[config.mk]
export PLATFORM = sky130hd
export DESIGN_NAME = mdio_master
export DESIGN_NICKNAME = d
export VERILOG_FILES = /design/src/rtl/mdio_pkg.sv /design/src/rtl/mdio_clkgen.sv /design/src/rtl/mdio_regs.sv /design/src/rtl/mdio_engine.sv /design/src/rtl/mdio_master.sv
export SDC_FILE = /design/constraint.sdc
export NUM_CORES = 1
export LEC_CHECK = 0
export ABC_AREA = 1
export BUFFER_PORTS_ARGS = -buffer_cell sky130_fd_sc_hd__buf_2
export CAP_MARGIN = 25
export CELL_PAD_IN_SITES_DETAIL_PLACEMENT = 1
export CELL_PAD_IN_SITES_GLOBAL_PLACEMENT = 1
export CORE_ASPECT_RATIO = 0.9
export CORE_UTILIZATION = 35
export DETAILED_ROUTE_END_ITERATION = 10
export GPL_TIMING_DRIVEN = 1
export PLACE_DENSITY_LB_ADDON = 0.1
export SYNTH_ARGS = -nofsm -noshare
export SYNTH_HDL_FRONTEND = slang
export SYNTH_SLANG_ARGS = --single-unit
[constraint.sdc]
create_clock -name clk -period 4.4 [get_ports clk]
set_input_delay 0.44 -clock clk [delete_from_list [all_inputs] [get_ports clk]]
set_output_delay 0.44 -clock clk [all_outputs]
set_load 0.02 [all_outputs]
[src/rtl/mdio_pkg.sv]
// Shared definitions for the MDIO management master: register selects,
// operation kinds and frame geometry constants.
package mdio_pkg;
    localparam int REG_W      = 32;
    localparam int DIV_W      = 8;
    localparam int PRE_BITS   = 32;
    localparam int FRAME_BITS = 32;
    localparam int HDR_BITS   = 14;
    localparam int DATA_BITS  = 16;
    localparam int POS_W      = $clog2(PRE_BITS + FRAME_BITS);

    typedef enum logic [2:0] {
        SEL_MODE = 3'd0,
        SEL_CMD  = 3'd1,
        SEL_ADDR = 3'd2,
        SEL_TXD  = 3'd3,
        SEL_RXD  = 3'd4,
        SEL_STAT = 3'd5
    } reg_sel_e;

    typedef enum logic [1:0] {
        OP_NONE  = 2'd0,
        OP_READ  = 2'd1,
        OP_WRITE = 2'd2,
        OP_SCAN  = 2'd3
    } op_e;
endpackage

[src/rtl/mdio_clkgen.sv]
// MDC generator.
// Divides the system clock by an even divisor taken from the divider
// field (bit 0 ignored, minimum 2) and flags, one cycle ahead, each MDC
// rising and falling edge so the frame engine can act on the same clock.
// Assumes the divider may change at any time; the compare is ">=" so a
// smaller new value never strands the counter.
module mdio_clkgen
    import mdio_pkg::*;
#(
    parameter int DW = DIV_W
) (
    input  logic          clk,
    input  logic          rst_n,
    input  logic [DW-1:0] divider,
    output logic          mdc,
    output logic          rise_stb,
    output logic          fall_stb
);
    localparam int HW = DW - 1;

    logic [HW-1:0] half;
    logic [HW-1:0] half_m1;
    logic [HW-1:0] cnt;
    logic          term;

    // Half period in system clocks; bit 0 of the divider is dropped.
    always_comb begin
        half    = (divider[DW-1:1] == '0) ? HW'(1) : divider[DW-1:1];
        half_m1 = half - HW'(1);
        term    = (cnt >= half_m1);
    end

    // Half-period counter and MDC toggle.
    always_ff @(posedge clk) begin
        if (!rst_n) begin
            cnt <= '0;
            mdc <= 1'b0;
        end else if (term) begin
            cnt <= '0;
            mdc <= ~mdc;
        end else begin
            cnt <= cnt + HW'(1);
        end
    end

    assign rise_stb = term & ~mdc;
    assign fall_stb = term &  mdc;
endmodule

[src/rtl/mdio_regs.sv]
// Register file of the MDIO master.
// Holds mode, command, address and transmit data; latches a pending
// read/write request until the engine takes it; arms the scan-invalid
// flag; combines busy; and serves combinational read-back.
// Assumes a single-cycle write strobe and that software clears the
// command register after each read or write.
module mdio_regs
    import mdio_pkg::*;
#(
    parameter int              DW        = DIV_W,
    parameter logic [DW-1:0]   RESET_DIV = DW'(100)
) (
    input  logic             clk,
    input  logic             rst_n,
    input  logic             reg_wr,
    input  logic [2:0]       reg_sel,
    input  logic [REG_W-1:0] reg_wdata,
    output logic [REG_W-1:0] reg_rdata,
    input  logic             take_rw,
    input  logic             active,
    input  logic [15:0]      rx_data,
    input  logic             link_fail,
    input  logic             invalid,
    output logic [DW-1:0]    divider,
    output logic             no_pre,
    output logic             scan_en,
    output logic             pend_rw,
    output logic             pend_wr,
    output logic             scan_arm,
    output logic [4:0]       phy_ad,
    output logic [4:0]       reg_ad,
    output logic [15:0]      tx_data,
    output logic             busy
);
    logic [2:0] cmd_q;
    logic       wr_cmd;

    assign wr_cmd   = reg_wr && (reg_sel == SEL_CMD);
    assign scan_arm = wr_cmd && reg_wdata[0];
    assign scan_en  = cmd_q[0];
    assign busy     = active | pend_rw | cmd_q[0];

    // Software-visible configuration registers.
    always_ff @(posedge clk) begin
        if (!rst_n) begin
            divider <= RESET_DIV;
            no_pre  <= 1'b0;
            cmd_q   <= '0;
            phy_ad  <= '0;
            reg_ad  <= '0;
            tx_data <= '0;
        end else if (reg_wr) begin
            case (reg_sel_e'(reg_sel))
                SEL_MODE: begin
                    divider <= reg_wdata[DW-1:0];
                    no_pre  <= reg_wdata[8];
                end
                SEL_CMD:  cmd_q <= reg_wdata[2:0];
                SEL_ADDR: begin
                    phy_ad <= reg_wdata[4:0];
                    reg_ad <= reg_wdata[12:8];
                end
                SEL_TXD:  tx_data <= reg_wdata[15:0];
                default:  ;
            endcase
        end
    end

    // Pending one-shot read/write request, held until the engine starts it.
    always_ff @(posedge clk) begin
        if (!rst_n) begin
            pend_rw <= 1'b0;
            pend_wr <= 1'b0;
        end else if (wr_cmd && (reg_wdata[1] || reg_wdata[2])) begin
            pend_rw <= 1'b1;
            pend_wr <= reg_wdata[2];
        end else if (take_rw) begin
            pend_rw <= 1'b0;
        end
    end

    // Read-back multiplexer.
    always_comb begin
        case (reg_sel_e'(reg_sel))
            SEL_MODE: reg_rdata = REG_W'({no_pre, divider});
            SEL_CMD:  reg_rdata = REG_W'(cmd_q);
            SEL_ADDR: reg_rdata = REG_W'({reg_ad, 3'b000, phy_ad});
            SEL_TXD:  reg_rdata = REG_W'(tx_data);
            SEL_RXD:  reg_rdata = REG_W'(rx_data);
            SEL_STAT: reg_rdata = REG_W'({invalid, busy, link_fail});
            default:  reg_rdata = '0;
        endcase
    end
endmodule

[src/rtl/mdio_engine.sv]
// Frame engine of the MDIO master.
// On each MDC falling strobe it starts a frame or drives the next bit;
// on each rising strobe of a read data phase it samples the line.
// A pending read/write wins over a scan; a new frame may start on the
// same falling edge that ends the previous one, so scans run back to back.
// Assumes the strobes come from mdio_clkgen and are mutually exclusive.
module mdio_engine
    import mdio_pkg::*;
(
    input  logic        clk,
    input  logic        rst_n,
    input  logic        rise_stb,
    input  logic        fall_stb,
    input  logic        mdio_in,
    input  logic        no_pre,
    input  logic        pend_rw,
    input  logic        pend_wr,
    input  logic        scan_en,
    input  logic        scan_arm,
    input  logic [4:0]  phy_ad,
    input  logic [4:0]  reg_ad,
    input  logic [15:0] tx_data,
    output logic        take_rw,
    output logic        active,
    output logic        mdio_out,
    output logic        mdio_oe,
    output logic [15:0] rx_data,
    output logic        link_fail,
    output logic        invalid
);
    localparam logic [POS_W-1:0] LAST_POS  = POS_W'(PRE_BITS + FRAME_BITS - 1);
    localparam logic [POS_W-1:0] FRAME_POS = POS_W'(PRE_BITS);

    op_e                  op_q;
    logic [POS_W-1:0]     pos;
    logic [HDR_BITS-1:0]  hdr_q;
    logic [DATA_BITS-1:0] wd_q;
    logic [DATA_BITS-1:0] rsh;

    logic                 at_last;
    logic                 free;
    logic                 start_rw;
    logic                 start_scan;
    logic                 starting;
    op_e                  op_n;
    logic [HDR_BITS-1:0]  hdr_n;
    logic [POS_W-1:0]     pos_start;
    logic [1:0]           first_bit;
    logic [1:0]           step_bit;

    // Returns {oe, out} for frame position p (0..63, preamble first).
    function automatic logic [1:0] frame_bit(
        input logic [POS_W-1:0]     p,
        input logic [HDR_BITS-1:0]  hdr,
        input logic                 rd,
        input logic [DATA_BITS-1:0] wd
    );
        logic [4:0] f;
        f = p[4:0];
        if (!p[5])               return 2'b11;
        else if (f < 5'd14)      return {1'b1, hdr[4'(5'd13 - f)]};
        else if (rd)             return 2'b01;
        else if (f == 5'd14)     return 2'b11;
        else if (f == 5'd15)     return 2'b10;
        else                     return {1'b1, wd[4'(5'd31 - f)]};
    endfunction

    // Start decisions and the bit to drive next.
    always_comb begin
        at_last    = active && (pos == LAST_POS);
        free       = !active || at_last;
        start_rw   = fall_stb && free && pend_rw;
        start_scan = fall_stb && free && !pend_rw && scan_en;
        starting   = start_rw || start_scan;
        op_n       = start_rw ? (pend_wr ? OP_WRITE : OP_READ) : OP_SCAN;
        hdr_n      = {2'b01, (op_n == OP_WRITE) ? 2'b01 : 2'b10, phy_ad, reg_ad};
        pos_start  = no_pre ? FRAME_POS : '0;
        first_bit  = frame_bit(pos_start, hdr_n, op_n != OP_WRITE, tx_data);
        step_bit   = frame_bit(pos + POS_W'(1), hdr_q, op_q != OP_WRITE, wd_q);
    end

    assign take_rw = start_rw;

    // Frame sequencing and line drive on falling MDC strobes.
    always_ff @(posedge clk) begin
        if (!rst_n) begin
            active   <= 1'b0;
            op_q     <= OP_NONE;
            pos      <= '0;
            hdr_q    <= '0;
            wd_q     <= '0;
            mdio_out <= 1'b1;
            mdio_oe  <= 1'b0;
        end else if (fall_stb) begin
            if (starting) begin
                active              <= 1'b1;
                op_q                <= op_n;
                pos                 <= pos_start;
                hdr_q               <= hdr_n;
                wd_q                <= tx_data;
                {mdio_oe, mdio_out} <= first_bit;
            end else if (at_last) begin
                active  <= 1'b0;
                op_q    <= OP_NONE;
                mdio_oe <= 1'b0;
            end else if (active) begin
                pos                 <= pos + POS_W'(1);
                {mdio_oe, mdio_out} <= step_bit;
            end
        end
    end

    // Read data capture on rising MDC strobes during the data phase.
    always_ff @(posedge clk) begin
        if (!rst_n) begin
            rsh <= '0;
        end else if (rise_stb && active && (op_q != OP_WRITE) && pos[5] && pos[4]) begin
            rsh <= {rsh[DATA_BITS-2:0], mdio_in};
        end
    end

    // Result registers and scan status flags.
    always_ff @(posedge clk) begin
        if (!rst_n) begin
            rx_data   <= '0;
            link_fail <= 1'b0;
            invalid   <= 1'b0;
        end else begin
            if (scan_arm) invalid <= 1'b1;
            if (fall_stb && at_last && (op_q != OP_WRITE)) begin
                rx_data <= rsh;
                if (op_q == OP_SCAN) begin
                    link_fail <= ~rsh[2];
                    invalid   <= 1'b0;
                end
            end
        end
    end
endmodule

[src/rtl/mdio_master.sv]
// MDIO management master, top level.
// Connects the register file, the MDC generator and the frame engine.
// Assumes the pad combines mdio_out/mdio_oe into an open line with a
// pull-up and returns the line level on mdio_in.
module mdio_master
    import mdio_pkg::*;
#(
    parameter int             DW        = DIV_W,
    parameter logic [DW-1:0]  RESET_DIV = DW'(100)
) (
    input  logic             clk,
    input  logic             rst_n,
    input  logic             reg_wr,
    input  logic [2:0]       reg_sel,
    input  logic [REG_W-1:0] reg_wdata,
    output logic [REG_W-1:0] reg_rdata,
    output logic             mdc,
    output logic             mdio_out,
    output logic             mdio_oe,
    input  logic             mdio_in
);
    logic [DW-1:0] divider;
    logic          no_pre;
    logic          scan_en;
    logic          pend_rw;
    logic          pend_wr;
    logic          scan_arm;
    logic [4:0]    phy_ad;
    logic [4:0]    reg_ad;
    logic [15:0]   tx_data;
    logic          busy;
    logic          take_rw;
    logic          active;
    logic [15:0]   rx_data;
    logic          link_fail;
    logic          invalid;
    logic          rise_stb;
    logic          fall_stb;

    mdio_regs #(.DW(DW), .RESET_DIV(RESET_DIV)) u_regs (
        .clk       (clk),
        .rst_n     (rst_n),
        .reg_wr    (reg_wr),
        .reg_sel   (reg_sel),
        .reg_wdata (reg_wdata),
        .reg_rdata (reg_rdata),
        .take_rw   (take_rw),
        .active    (active),
        .rx_data   (rx_data),
        .link_fail (link_fail),
        .invalid   (invalid),
        .divider   (divider),
        .no_pre    (no_pre),
        .scan_en   (scan_en),
        .pend_rw   (pend_rw),
        .pend_wr   (pend_wr),
        .scan_arm  (scan_arm),
        .phy_ad    (phy_ad),
        .reg_ad    (reg_ad),
        .tx_data   (tx_data),
        .busy      (busy)
    );

    mdio_clkgen #(.DW(DW)) u_clk (
        .clk      (clk),
        .rst_n    (rst_n),
        .divider  (divider),
        .mdc      (mdc),
        .rise_stb (rise_stb),
        .fall_stb (fall_stb)
    );

    mdio_engine u_eng (
        .clk       (clk),
        .rst_n     (rst_n),
        .rise_stb  (rise_stb),
        .fall_stb  (fall_stb),
        .mdio_in   (mdio_in),
        .no_pre    (no_pre),
        .pend_rw   (pend_rw),
        .pend_wr   (pend_wr),
        .scan_en   (scan_en),
        .scan_arm  (scan_arm),
        .phy_ad    (phy_ad),
        .reg_ad    (reg_ad),
        .tx_data   (tx_data),
        .take_rw   (take_rw),
        .active    (active),
        .mdio_out  (mdio_out),
        .mdio_oe   (mdio_oe),
        .rx_data   (rx_data),
        .link_fail (link_fail),
        .invalid   (invalid)
    );
endmodule

==> impl_summary.txt, run 1 <==
----------------------------------------------------
[Flow run]
  MaxCap Viol Count ... 0

[Finish]
  Total number of nets in the final design ... 844
  Layout Cells excl Fill ... 1008
  Antenna diodes ... 0
  Share of layout cells above drive strength 1 ... 0.1092
  Area added between synthesis and finish ... 15.45%

[Timing]
  RSZ-0062 raised after global routing ... no
  Final worst hold slack ... 0.2813 ns
  Clock skew ... 0.009313 ns
  Worst slew pin tran ... 1.020 ns
  Final-layout setup total negative slack ... 0 ns
  Tmin final ... 3.486 ns
  Worst slew margin relative to its limit ... 0.3181
  Final setup violation count ... 0
  Final hold violation count ... 0
  F_max ... 0.2869 GHz
  Share of the clock period used by the worst path after layout ... 0.7922
  Max Slew Vio Count ... 0

[Detailed routing]
  Drc violations ... 0
  Post-DR vias/cell ... 5.040
  Number of detailed-routing iterations run before antenna repair ... 4
  Detailed-route via count ... 5080
  Total wire length ... 16380 um
  Detailed-route wire length per cell ... 16.25 um
  Number of nets with antenna violations after routing ... 0
  Detailed router's first-iteration violation count ... 183

[GRT]
  Leftover overflow at the end of global routing ... 0
  First-pass GRT wire length ... 26390 um
  Pin count of the biggest net entering global routing ... 92
  Antenna violations before repair ... 0
  Via count of the first global-routing pass ... 5211
  Overall global routing resource usage ... 0.2111

[Run status]
  Run status ... finished clean

[Synth]
  Number of unique standard cell types used by synthesis ... 39
  Number of synthesized flops with an enable pin ... 0
  Synthesized instance count ... 762
  Primary FF master, synth ... sky130_fd_sc_hd__dfxtp_1
  Post-synthesis instance area ... 5620 um^2
  Sequential element share of the synthesized area ... 0.4346
  Async SR Flop Fraction ... 0
  Number of warnings issued by yosys ... 0
  Synthesized area per cell ... 7.376 um^2
  Register bit count reported by yosys ... 122

[Min path]
  Hold Path Class ... input port to register

[CTS]
  Longest Clk Path Bufs ... 2
  Hold-fix buffers, CTS ... 0
  Number of clock sinks ... 122
  Number of setup buffers added after CTS ... 0
  CTS tree ... yes
  Clk Latency, worst-skew pair ... 0.42 ns
  Number of levels in the clock H-tree ... 4
  Worst-path clk slew ... 0.06 ns
  Root buf cell ... sky130_fd_sc_hd__clkbuf_16
  Number of buffers created by CTS ... 17
  CTS resizes ... 0

[Setup path]
  Req. time, crit path ... 4.76 ns
  Crit path kind ... register to register
  FF-to-FF End ... u_eng.mdio_oe$_SDFFE_PN0P_
  Worst setup path start ... u_regs.divider[5]$_SDFFE_PN1P_
  Critical Path End ... u_eng.mdio_oe$_SDFFE_PN0P_
  R2R setup slack ... 0.91 ns
  Data arrival at the endpoint of the critical path ... 3.85 ns
  Beginning of the worst register-to-register path ... u_regs.divider[5]$_SDFFE_PN1P_
  Critical path capture point type ... register
  Critical path peak fanout ... 29
  Critical path launch point type ... register
  Depth of the most critical reg-to-reg path ... 16

[Placement]
  Placer's final routability congestion estimate ... 0.8071
  HPWL after detailed placement ... 11790 um
  Inst Count DP ... 976
  Number of port buffers ... 41

[Floorplanning]
  Die height ... 122.2 um
  Die outline width ... 135.6 um
  Number of placement rows ... 43
  Die Area ... 16570 um^2
  Core Box Area ... 15550 um^2
  I/O pin total ... 74
  Initial cell density of the core ... 0.3615

[Pwr]
  Worst IR drop on VDD ... 0.2697 mV
  Static leakage ... 2.611 nW
  P per Cell Area ... 412.2 nW/um^2

----------------------------------------------------
## metal layers
layer  vias to the layer above  part of all wire  routed length (um)  GRT usage
met2                        85              0.46                7462     0.3409
met1                      2431              0.50                8144     0.2735
met3                        23             0.030                 489    0.05328
met4                         0             0.017                 286    0.07093
li1                       2541                 -                   -          -
met5                         -                 0                   0          0
## metrics by stage
stage	utilization	cell area, um^2	setup slack, ns	power [mW]
final	0.4173	6489	0.9143	2.675
after global routing	0.4173	6489	0.5571	2.776
after CTS	0.4173	6489	0.8342	2.698
after detailed placement	0.3791	5894	0.8594	1.282
after global placement	0.3791	5894	0.9445	1.276
after floorplan	-	5677	1.777	1.246
## cell usage after synthesis (2+ instances only)
cell type                   instances  area [um^2]
sky130_fd_sc_hd__a21oi_1           97        485.5
sky130_fd_sc_hd__a221oi_1           2        17.52
sky130_fd_sc_hd__a31oi_1            4        25.02
sky130_fd_sc_hd__buf_2              7        35.03
sky130_fd_sc_hd__buf_4             24        180.2
sky130_fd_sc_hd__clkbuf_1          17        63.81
sky130_fd_sc_hd__clkinv_1           3        11.26
sky130_fd_sc_hd__dfxtp_1          122         2442
sky130_fd_sc_hd__ha_1              12        150.1
sky130_fd_sc_hd__inv_1             93        349.1
sky130_fd_sc_hd__nand2_1          133        499.2
sky130_fd_sc_hd__nand2_2            2        12.51
sky130_fd_sc_hd__nand3_1           29        145.1
sky130_fd_sc_hd__nand3_2            2        20.02
sky130_fd_sc_hd__nand3b_1           2        15.01
sky130_fd_sc_hd__nand4_1            7        43.79
sky130_fd_sc_hd__nor2_1            61        229.0
sky130_fd_sc_hd__nor3_1            10        50.05
sky130_fd_sc_hd__o2111ai_1          4        35.03
sky130_fd_sc_hd__o211ai_1           4        30.03
sky130_fd_sc_hd__o21ai_0           83        415.4
sky130_fd_sc_hd__o21ai_1            7        35.03
sky130_fd_sc_hd__o221ai_1           8        70.07
sky130_fd_sc_hd__o22ai_1            5        31.28
sky130_fd_sc_hd__xnor2_1            3        26.28
sky130_fd_sc_hd__xor2_1             8        70.07
## layout make-up
| cell class | count | area (um^2) |
|---|---|---|
| multi-input cells | 509 | 2580 |
| clock inverters | 13 | 151.4 |
| repair buffers | 46 | 255.2 |
| clock buffers | 19 | 442.9 |
| fillers | 1971 | 9060 |
| inverters | 97 | 364.1 |
| flip-flops and latches | 122 | 2442 |
| well taps | 202 | 252.7 |
## registers in the layout, summed over array words and instances, names as in the netlist, 2 cells and up
register,count
u_eng.wd_q,16
u_eng.hdr_q,13
u_regs.cmd_q,3
u_regs.reg_ad,5
u_eng.rsh,16
u_eng.rx_data,16
u_eng.pos,6
u_eng.op_q,2
u_regs.phy_ad,5
u_regs.tx_data,16
u_regs.divider,8
u_clk.cnt,7
## critical path: stages (launching register included)
cell,delay (ns)
sky130_fd_sc_hd__dfxtp_1,0.40
sky130_fd_sc_hd__nor2_1,0.09
sky130_fd_sc_hd__a31oi_1,0.28
sky130_fd_sc_hd__ha_1,0.27
sky130_fd_sc_hd__nand3_1,0.11
sky130_fd_sc_hd__xor2_1,0.16
sky130_fd_sc_hd__ha_1,0.30
sky130_fd_sc_hd__nand2_1,0.08
sky130_fd_sc_hd__nor2_1,0.15
sky130_fd_sc_hd__nand4_1,0.15
sky130_fd_sc_hd__nand3_2,0.20
sky130_fd_sc_hd__nand4_1,0.18
sky130_fd_sc_hd__nand2_2,0.46
sky130_fd_sc_hd__inv_1,0.28
sky130_fd_sc_hd__nand3b_1,0.16
sky130_fd_sc_hd__nand2_1,0.06
sky130_fd_sc_hd__nor2_1,0.11
## power breakdown
part,total [mW],switching [mW],internal [mW]
clock network,1.42,0.519,0.898
logic,0.127,0.0916,0.0357
registers,1.13,0.0102,1.12
## cells in the final DEF (no fill, tap or decap), types with 2 or more instances in the layout
cell	count
sky130_fd_sc_hd__a21oi_1	97
sky130_fd_sc_hd__a221oi_1	2
sky130_fd_sc_hd__a31oi_1	4
sky130_fd_sc_hd__buf_2	41
sky130_fd_sc_hd__buf_4	4
sky130_fd_sc_hd__bufinv_16	3
sky130_fd_sc_hd__clkbuf_16	17
sky130_fd_sc_hd__clkinv_1	3
sky130_fd_sc_hd__clkinv_2	6
sky130_fd_sc_hd__clkinvlp_4	3
sky130_fd_sc_hd__conb_1	16
sky130_fd_sc_hd__dfxtp_1	122
sky130_fd_sc_hd__ha_1	12
sky130_fd_sc_hd__inv_1	93
sky130_fd_sc_hd__nand2_1	133
sky130_fd_sc_hd__nand2_2	2
sky130_fd_sc_hd__nand3_1	29
sky130_fd_sc_hd__nand3_2	2
sky130_fd_sc_hd__nand3b_1	2
sky130_fd_sc_hd__nand4_1	7
sky130_fd_sc_hd__nor2_1	61
sky130_fd_sc_hd__nor3_1	10
sky130_fd_sc_hd__o2111ai_1	4
sky130_fd_sc_hd__o211ai_1	4
sky130_fd_sc_hd__o21ai_0	83
sky130_fd_sc_hd__o21ai_1	7
sky130_fd_sc_hd__o221ai_1	8
sky130_fd_sc_hd__o22ai_1	5
sky130_fd_sc_hd__xnor2_1	3
sky130_fd_sc_hd__xor2_1	8
## logic make-up after synthesis
| kind of cell | count (synthesis) | synth area share |
|---|---|---|
| fa+ha+maj | 12 | 0.02671 |
| compound gates | 218 | 0.2130 |
| flops | 122 | 0.4345 |
| simple gates | 252 | 0.1915 |
| buf+inv | 146 | 0.1164 |
| xor+xnor | 11 | 0.01714 |
| other cells | 1 | 0.0006672 |
## worst min-delay path by stage
| stage | start | endpoint | slack, ns | cells past startpoint |
|---|---|---|---|---|
| CTS | mdio_in | u_eng.rsh[0]$_SDFFE_PN0P_ | 0.28 | 3 |
| detailed placement | u_eng.link_fail$_SDFFE_PN0P_ | u_eng.link_fail$_SDFFE_PN0P_ | 0.45 | 2 |
| floorplan | u_eng.link_fail$_SDFFE_PN0P_ | u_eng.link_fail$_SDFFE_PN0P_ | 0.42 | 2 |
| finish | mdio_in | u_eng.rsh[0]$_SDFFE_PN0P_ | 0.28 | 3 |
| global placement | u_eng.link_fail$_SDFFE_PN0P_ | u_eng.link_fail$_SDFFE_PN0P_ | 0.44 | 2 |
| global route | reg_wdata[6] | u_regs.divider[6]$_SDFFE_PN1P_ | 0.29 | 3 |
No activity file was read; power rests on OpenSTA's default activity.
==> run 2, diff against run 1 <==
==> constraint.sdc (replaced) <==
create_clock -name clk -period 3.5 [get_ports clk]
set_input_delay 0.35 -clock clk [delete_from_list [all_inputs] [get_ports clk]]
set_output_delay 0.35 -clock clk [all_outputs]
set_load 0.02 [all_outputs]
==> run 2 against run 1 <==
Net effect: combinational power rose by 28%; die area did not move; final area rose by 1.1%; hold slack got worse by 0.092 ns; global-route usage rose by 0.079 points; first-iteration DRC count rose by 14%; setup slack got worse by 0.75 ns; fmax rose by 4.4%; clock skew fell by 0.0011 ns; largest cell class unchanged.
==> impl_summary.txt, run 2 (synthesized netlist as in run 1, its figures left out) <==
----------------------------------------------------
[Run status]
  Run status ... finished clean (unchanged)

[CTS]
  Number of levels in the clock H-tree ... 4 (unchanged)
  Longest Clk Path Bufs ... 2 (unchanged)
  Worst-path clk slew ... 0.05 ns (was 0.06 ns)
  CTS tree ... yes (unchanged)
  Clk Latency, worst-skew pair ... 0.42 ns (about the same)
  Number of clock sinks ... 122 (unchanged)
  Number of buffers created by CTS ... 17 (unchanged)
  Root buf cell ... sky130_fd_sc_hd__clkbuf_16 (unchanged)

[Pwr]
  Proportion of power drawn by the clock network ... 0.519 (was 0.530)
  Part of the total power dissipated in combinational logic ... 0.049 (was 0.048)
  Design Power ... 3.293 mW (was 2.675 mW)
  P per Cell Area ... 502.0 nW/um^2 (was 412.2 nW/um^2)
  Switch share ... 0.2279 (was 0.2320)
  Static leakage ... 2.660 nW (was 2.611 nW)
  Sw power ... 750.6 uW (was 620.5 uW)
  Fraction of power consumed by sequential logic ... 0.432 (was 0.423)
  Internal power of the cells ... 2.543 mW (was 2.054 mW)
  Worst IR drop on VDD ... 0.3509 mV (was 0.2697 mV)

[Floorplanning]
  Die Area ... 16570 um^2 (unchanged)
  Die height ... 122.2 um (unchanged)
  Die outline width ... 135.6 um (unchanged)
  Number of placement rows ... 43 (unchanged)
  Initial cell density of the core ... 0.3615 (unchanged)
  Core Box Area ... 15550 um^2 (unchanged)
  I/O pin total ... 74 (unchanged)

[Min path]
  Hold Path Class ... input port to register (unchanged)
  Number of stages on the worst hold path ... 3 (unchanged)

[Detailed routing]
  Detailed-route via count ... 5157 (was 5080)
  Detailed-route wire length per cell ... 16.34 um (was 16.25 um)
  Number of detailed-routing iterations run before antenna repair ... 4 (unchanged)
  Detailed router's first-iteration violation count ... 209 (was 183)
  Number of nets with antenna violations after routing ... 0 (unchanged)
  Drc violations ... 0 (unchanged)
  Total wire length ... 16570 um (was 16380 um)
  Post-DR vias/cell ... 5.086 (was 5.040)

[Placement]
  Inst Count DP ... 977 (was 976)
  Number of port buffers ... 41 (unchanged)
  Worst slack at placement ... 0.09021 ns (was 0.8594 ns)
  HPWL after detailed placement ... 11690 um (was 11790 um)
  Placer's final routability congestion estimate ... 0.8046 (was 0.8071)

[Flow run]
  MaxCap Viol Count ... 0 (unchanged)

[Setup path]
  Data arrival at the endpoint of the critical path ... 3.67 ns (was 3.85 ns)
  Critical path capture point type ... register (unchanged)
  Crit path buffers/inverters ... 1 (unchanged)
  Req. time, crit path ... 3.83 ns (was 4.76 ns)
  Crit path kind ... register to register (unchanged)
  Cell family with most CP delay ... simple AND/OR/NAND/NOR gates (unchanged)
  Cell with the biggest individual delay on the critical path ... sky130_fd_sc_hd__nor3_1 (was sky130_fd_sc_hd__nand2_2)
  Critical path launch point type ... register (unchanged)
  Stage delay of the slowest cell on the critical path ... 0.37 ns (was 0.46 ns)
  Cells along the critical path ... nor3_1 -> a31oi_2 -> ha_2 -> nand3_1 -> xor2_1 -> ha_1 -> nand2_1 -> nor2_1 -> nand4_1 -> nand3_2 -> nand4_1 -> nand2_4 -> buf_12 -> o21ai_0 -> a21oi_1 (was nor2_1 -> a31oi_1 -> ha_1 -> nand3_1 -> xor2_1 -> ha_1 -> nand2_1 -> nor2_1 -> nand4_1 -> nand3_2 -> nand4_1 -> nand2_2 -> inv_1 -> nand3b_1 -> nand2_1 -> nor2_1)
  Critical path peak fanout ... 49 (was 29)
  Most used cell along the critical path ... sky130_fd_sc_hd__nand4_1 (was sky130_fd_sc_hd__nor2_1)
  WP depth ... 15 (was 16)
  Depth of the most critical reg-to-reg path ... 15 (was 16)

[Timing]
  Final-layout setup total negative slack ... 0 ns (unchanged)
  Worst Slack Setup Final ... 0.1614 ns (was 0.9143 ns)
  Final setup violation count ... 0 (unchanged)
  Share of the clock period used by the worst path after layout ... 0.9539 (was 0.7922)
  Worst slew margin relative to its limit ... 0.4449 (was 0.3181)
  Final hold violation count ... 0 (unchanged)
  Max Slew Vio Count ... 0 (unchanged)
  Clock skew ... 0.008173 ns (was 0.009313 ns)
  Final worst hold slack ... 0.1891 ns (was 0.2813 ns)
  Worst slew pin tran ... 0.8318 ns (was 1.020 ns)
  F_max ... 0.2995 GHz (was 0.2869 GHz)
  Tmin final ... 3.339 ns (was 3.486 ns)

[GRT]
  Antenna violations before repair ... 0 (unchanged)
  First-pass GRT wire length ... 26630 um (was 26390 um)
  Leftover overflow at the end of global routing ... 0 (unchanged)
  Overall global routing resource usage ... 0.2119 (was 0.2111)
  Pin count of the biggest net entering global routing ... 82 (was 92)
  Via count of the first global-routing pass ... 5211 (unchanged)

[Finish]
  Leading cell type in the layout, fill and taps excluded ... sky130_fd_sc_hd__nand2_1 (unchanged)
  Layout Cells excl Fill ... 1014 (was 1008)
  Antenna diodes ... 0 (unchanged)
  Area added between synthesis and finish ... 16.72% (was 15.45%)
  Filler cell count in the final layout ... 1967 (was 1971)
  Share of layout cells above drive strength 1 ... 0.1182 (was 0.1092)
  Total number of nets in the final design ... 852 (was 844)
  Commonest cells after routing, fill and taps aside ... sky130_fd_sc_hd__nand2_1, sky130_fd_sc_hd__dfxtp_1, sky130_fd_sc_hd__a21oi_1 (unchanged)

----------------------------------------------------
[run 2: power by group through the flow]
stage | Sequential (mW) | Clock [mW] | Combinational, mW
final | 1.42 | 1.71 | 0.162
after global routing | 1.42 | 1.81 | 0.184
after CTS | 1.42 | 1.75 | 0.160
after detailed placement | 1.45 | 0 | 0.159
after global placement | 1.45 | 0 | 0.153
after floorplan | 1.45 | 0 | 0.119
[run 2: metal layers]
metal,vias up,wire length (um),GRT usage,share of wire
li1,2563,-,-,-
met1,2461,8084,0.2759,0.49
met2,111,7399,0.3406,0.45
met3,22,811,0.05246,0.049
met4,0,275,0.07233,0.017
met5,-,0,0,0
[run 2: path summary, 6_finish.rpt]
| path | start | to | slack [ns] |
|---|---|---|---|
| setup reg to reg | u_regs.divider[3]$_SDFFE_PN0P_ | u_eng.wd_q[14]$_SDFFE_PN0P_ | 0.16 |
| hold reg to reg | u_eng.link_fail$_SDFFE_PN0P_ | u_eng.link_fail$_SDFFE_PN0P_ | 0.45 |
| setup / recovery | u_regs.divider[3]$_SDFFE_PN0P_ | u_eng.wd_q[14]$_SDFFE_PN0P_ | 0.16 |
| hold / removal | reg_wdata[6] | u_regs.divider[6]$_SDFFE_PN1P_ | 0.19 |
[run 2: final cells by class]
class                   count  area [um^2]  area share
clock buffers              21        470.5     0.07171
clock inverters             9        97.59     0.01488
inverters                  97        364.1     0.05550
multi-input cells         510         2605      0.3971
flip-flops and latches    122         2442      0.3723
well taps                 202        252.7     0.03853
repair buffers             53        327.8     0.04997
[run 2: metrics by stage]
| stage | util | cell area [um^2] |
|---|---|---|
| after CTS | 0.4161 | 6470 |
| after detailed placement | 0.3796 | 5902 |
| final | 0.4219 | 6560 |
| after global placement | 0.3796 | 5902 |
| after global routing | 0.4219 | 6560 |
| after floorplan | - | 5677 |
[run 2: worst reg2reg max path: stages (launching register included)]
cell	delay, ns
sky130_fd_sc_hd__dfxtp_1	0.36
sky130_fd_sc_hd__nor3_1	0.37
sky130_fd_sc_hd__a31oi_2	0.21
sky130_fd_sc_hd__ha_2	0.25
sky130_fd_sc_hd__nand3_1	0.11
sky130_fd_sc_hd__xor2_1	0.08
sky130_fd_sc_hd__ha_1	0.29
sky130_fd_sc_hd__nand2_1	0.07
sky130_fd_sc_hd__nor2_1	0.16
sky130_fd_sc_hd__nand4_1	0.16
sky130_fd_sc_hd__nand3_2	0.20
sky130_fd_sc_hd__nand4_1	0.25
sky130_fd_sc_hd__nand2_4	0.20
sky130_fd_sc_hd__buf_12	0.22
sky130_fd_sc_hd__o21ai_0	0.16
sky130_fd_sc_hd__a21oi_1	0.20
[run 2: timing repair]
item                       4_1_cts  5_1_grt
resized for setup                0        4
setup endpoints to repair        0       46
buffers inserted                 0        5
hold buffers                     0        0
==> run 3, diff against run 2 <==
--- a/config.mk
+++ b/config.mk
@@ -6,15 +6,17 @@
 export NUM_CORES = 1
 export LEC_CHECK = 0
 export ABC_AREA = 1
+export ABC_CLOCK_PERIOD_IN_PS = 3500
 export BUFFER_PORTS_ARGS = -buffer_cell sky130_fd_sc_hd__buf_2
 export CAP_MARGIN = 25
 export CELL_PAD_IN_SITES_DETAIL_PLACEMENT = 1
 export CELL_PAD_IN_SITES_GLOBAL_PLACEMENT = 1
-export CORE_ASPECT_RATIO = 0.9
+export CORE_ASPECT_RATIO = 2
 export CORE_UTILIZATION = 35
 export DETAILED_ROUTE_END_ITERATION = 10
 export GPL_TIMING_DRIVEN = 1
 export PLACE_DENSITY_LB_ADDON = 0.1
+export SETUP_SLACK_MARGIN = 0.3
 export SYNTH_ARGS = -nofsm -noshare
 export SYNTH_HDL_FRONTEND = slang
 export SYNTH_SLANG_ARGS = --single-unit
==> run 3 against run 2 <==
Net effect: core utilization rose by 0.15 points; cell count did not move; flip-flop and latch count did not move; highest routed layer unchanged; largest power group unchanged; largest cell class unchanged; final area rose by 1.3%; wire length rose by 5.5%; power rose by 4.0%; clock skew rose by 0.0036 ns; count of clock-buffer cells in the layout rose by 1; non-clock buffer count rose by 1; critical path depth rose by 1; global-route usage rose by 1.1 points; register-to-register slack improved by 0.36 ns.
==> impl_summary.txt, run 3 (synthesized netlist as in run 1, its figures left out) <==
----------------------------------------------------
[Detailed routing]
  Number of detailed-routing iterations run before antenna repair ... 5 (was 4)
  Total wire length ... 17490 um (was 16570 um)
  Number of nets with antenna violations after routing ... 0 (unchanged)
  Detailed-route via count ... 5216 (was 5157)
  Detailed-route wire length per cell ... 17.24 um (was 16.34 um)
  Detailed router's first-iteration violation count ... 218 (was 209)
  Post-DR vias/cell ... 5.144 (was 5.086)
  Drc violations ... 0 (unchanged)

[CTS]
  Root buf cell ... sky130_fd_sc_hd__clkbuf_16 (unchanged)
  Number of buffers created by CTS ... 17 (unchanged)
  Number of levels in the clock H-tree ... 4 (unchanged)
  Longest Clk Path Bufs ... 2 (unchanged)
  Worst-path clk slew ... 0.06 ns (was 0.05 ns)
  Number of clock sinks ... 122 (unchanged)
  CTS tree ... yes (unchanged)
  Clk Latency, worst-skew pair ... 0.42 ns (about the same)

[Timing]
  Clock skew ... 0.01173 ns (was 0.008173 ns)
  Tmin final ... 2.980 ns (was 3.339 ns)
  Share of the clock period used by the worst path after layout ... 0.8515 (was 0.9539)
  Worst slew pin tran ... 0.9048 ns (was 0.8318 ns)
  Final hold violation count ... 0 (unchanged)
  Worst slew margin relative to its limit ... 0.3962 (was 0.4449)
  Max Slew Vio Count ... 0 (unchanged)
  Final-layout setup total negative slack ... 0 ns (unchanged)
  RSZ-0062 raised after global routing ... no
  Final worst hold slack ... 0.1762 ns (was 0.1891 ns)
  Final setup violation count ... 0 (unchanged)
  F_max ... 0.3356 GHz (was 0.2995 GHz)

[Setup path]
  Cell family with most CP delay ... simple AND/OR/NAND/NOR gates (unchanged)
  Critical path capture point type ... register (unchanged)
  Critical path launch point type ... register (unchanged)
  Crit path kind ... register to register (unchanged)
  R2R setup slack ... 0.52 ns (was 0.16 ns)
  Data arrival at the endpoint of the critical path ... 3.31 ns (was 3.67 ns)
  Stage delay of the slowest cell on the critical path ... 0.33 ns (was 0.37 ns)
  Most used cell along the critical path ... sky130_fd_sc_hd__a21oi_1 (was sky130_fd_sc_hd__nand4_1)
  Req. time, crit path ... 3.83 ns (about the same)
  Cell with the biggest individual delay on the critical path ... sky130_fd_sc_hd__dfxtp_1 (was sky130_fd_sc_hd__nor3_1)
  Cells along the critical path ... nor3_2 -> a31oi_4 -> ha_4 -> nand3_1 -> xor2_1 -> ha_1 -> a21oi_1 -> o21a_1 -> nand3_4 -> nand4_1 -> nand2_2 -> buf_4 -> buf_12 -> nor2_2 -> nand2_1 -> a21oi_1 (was nor3_1 -> a31oi_2 -> ha_2 -> nand3_1 -> xor2_1 -> ha_1 -> nand2_1 -> nor2_1 -> nand4_1 -> nand3_2 -> nand4_1 -> nand2_4 -> buf_12 -> o21ai_0 -> a21oi_1)
  Crit path buffers/inverters ... 2 (was 1)
  Critical path peak fanout ... 41 (was 49)

[Finish]
  Layout Cells excl Fill ... 1014 (unchanged)
  Total number of nets in the final design ... 852 (unchanged)
  Filler cell count in the final layout ... 1991 (was 1967)
  Commonest cells after routing, fill and taps aside ... sky130_fd_sc_hd__nand2_1, sky130_fd_sc_hd__dfxtp_1, sky130_fd_sc_hd__a21oi_1 (unchanged)
  Share of layout cells above drive strength 1 ... 0.1255 (was 0.1182)
  Leading cell type in the layout, fill and taps excluded ... sky130_fd_sc_hd__nand2_1 (unchanged)
  Antenna diodes ... 0 (unchanged)
  Final Cell Area ... 6645 um^2 (was 6560 um^2)
  Area added between synthesis and finish ... 18.23% (was 16.72%)

[Floorplanning]
  Die height ... 181.2 um (was 122.2 um)
  Die outline width ... 91.61 um (was 135.6 um)
  Initial cell density of the core ... 0.3581 (was 0.3615)
  I/O pin total ... 74 (unchanged)
  Number of placement rows ... 65 (was 43)
  Die Area ... 16600 um^2 (was 16570 um^2)
  Core Box Area ... 15700 um^2 (was 15550 um^2)

[Pwr]
  P per Cell Area ... 515.5 nW/um^2 (was 502.0 nW/um^2)
  Static leakage ... 2.682 nW (was 2.660 nW)
  Worst IR drop on VDD ... 0.4948 mV (was 0.3509 mV)
  Design Power ... 3.425 mW (was 3.293 mW)

[Placement]
  Standard cell area after detailed placement ... 5951 um^2 (was 5902 um^2)
  Placer's final routability congestion estimate ... 0.7967 (was 0.8046)
  Number of port buffers ... 41 (unchanged)
  Inst Count DP ... 980 (was 977)
  HPWL after detailed placement ... 12780 um (was 11690 um)

[Flow run]
  MaxCap Viol Count ... 0 (unchanged)

[GRT]
  Pin count of the biggest net entering global routing ... 92 (was 82)
  Antenna violations before repair ... 0 (unchanged)
  Via count of the first global-routing pass ... 5548 (was 5211)
  Overall global routing resource usage ... 0.2234 (was 0.2119)
  First-pass GRT wire length ... 28200 um (was 26630 um)
  Leftover overflow at the end of global routing ... 0 (unchanged)

[Run status]
  Run status ... finished clean (unchanged)

[Min path]
  Hold Path Class ... input port to register (unchanged)

----------------------------------------------------
[run 3: changes by cell type in the layout (fill, tap and decap cells not counted), sizes merged]
| cell | previous run | this run |
|---|---|---|
| bufinv | 2 | 4 |
| nand2 | 137 | 136 |
| inv | 94 | 93 |
| clkinv | 9 | 8 |
| clkbuf | 21 | 22 |
| buf | 53 | 54 |
[run 3: worst paths after layout]
| kind | end | from | cells past startpoint |
|---|---|---|---|
| max | u_eng.op_q[1]$_SDFFE_PN0P_ | u_regs.divider[2]$_SDFFE_PN1P_ | 16 |
| min | u_regs.divider[6]$_SDFFE_PN1P_ | reg_wdata[6] | 3 |
| max reg2reg | u_eng.op_q[1]$_SDFFE_PN0P_ | u_regs.divider[2]$_SDFFE_PN1P_ | 16 |
| min reg2reg | u_eng.rx_data[5]$_SDFFE_PN0P_ | u_eng.rx_data[5]$_SDFFE_PN0P_ | 2 |
[run 3: through the flow]
stage	worst slack [ns]	utilization
after floorplan	0.8767	-
after global placement	0.3069	0.3774
after detailed placement	0.2488	0.3791
after CTS	0.3191	0.4187
after global routing	0.3168	0.4234
final	0.5199	0.4234
[run 3: repair_timing]
action / 4_1_cts / 5_1_grt
gates resized for setup: 2 / 13
pin swaps: 0 / 3
setup buffers: 0 / 3
setup endpoints to repair: 15 / 61
gates cloned: 0 / 0
hold buffers: 0 / 0
[run 3: power breakdown]
| part | switching [mW] | internal [mW] | total [mW] |
|---|---|---|---|
| Sequential | 0.0125 | 1.41 | 1.42 |
| Clock | 0.615 | 1.22 | 1.83 |
| Combinational | 0.123 | 0.0480 | 0.171 |
[run 3: layout make-up]
| cell class | count | area (um^2) | share of cell area |
|---|---|---|---|
| multi-input cells | 509 | 2628 | 0.3954 |
| clock buffers | 22 | 464.2 | 0.06986 |
| well taps | 201 | 251.5 | 0.03785 |
| repair buffers | 54 | 342.8 | 0.05159 |
| inverters | 97 | 367.9 | 0.05536 |
| flip-flops and latches | 122 | 2446 | 0.3681 |
| clock inverters | 9 | 145.1 | 0.02184 |
[run 3: worst min-delay path: stages]
cell and delay, ns:
sky130_fd_sc_hd__buf_2 0.09, sky130_fd_sc_hd__nand2_1 0.05, sky130_fd_sc_hd__o211ai_1 0.07
[run 3: layer usage]
metal | wire [um] | GRT usage | vias to the layer above
met4 | 680 | 0.1117 | 0
met5 | 0 | 0 | -
met2 | 9979 | 0.4367 | 90
met3 | 383 | 0.03998 | 34
met1 | 6443 | 0.2168 | 2524
li1 | - | - | 2568
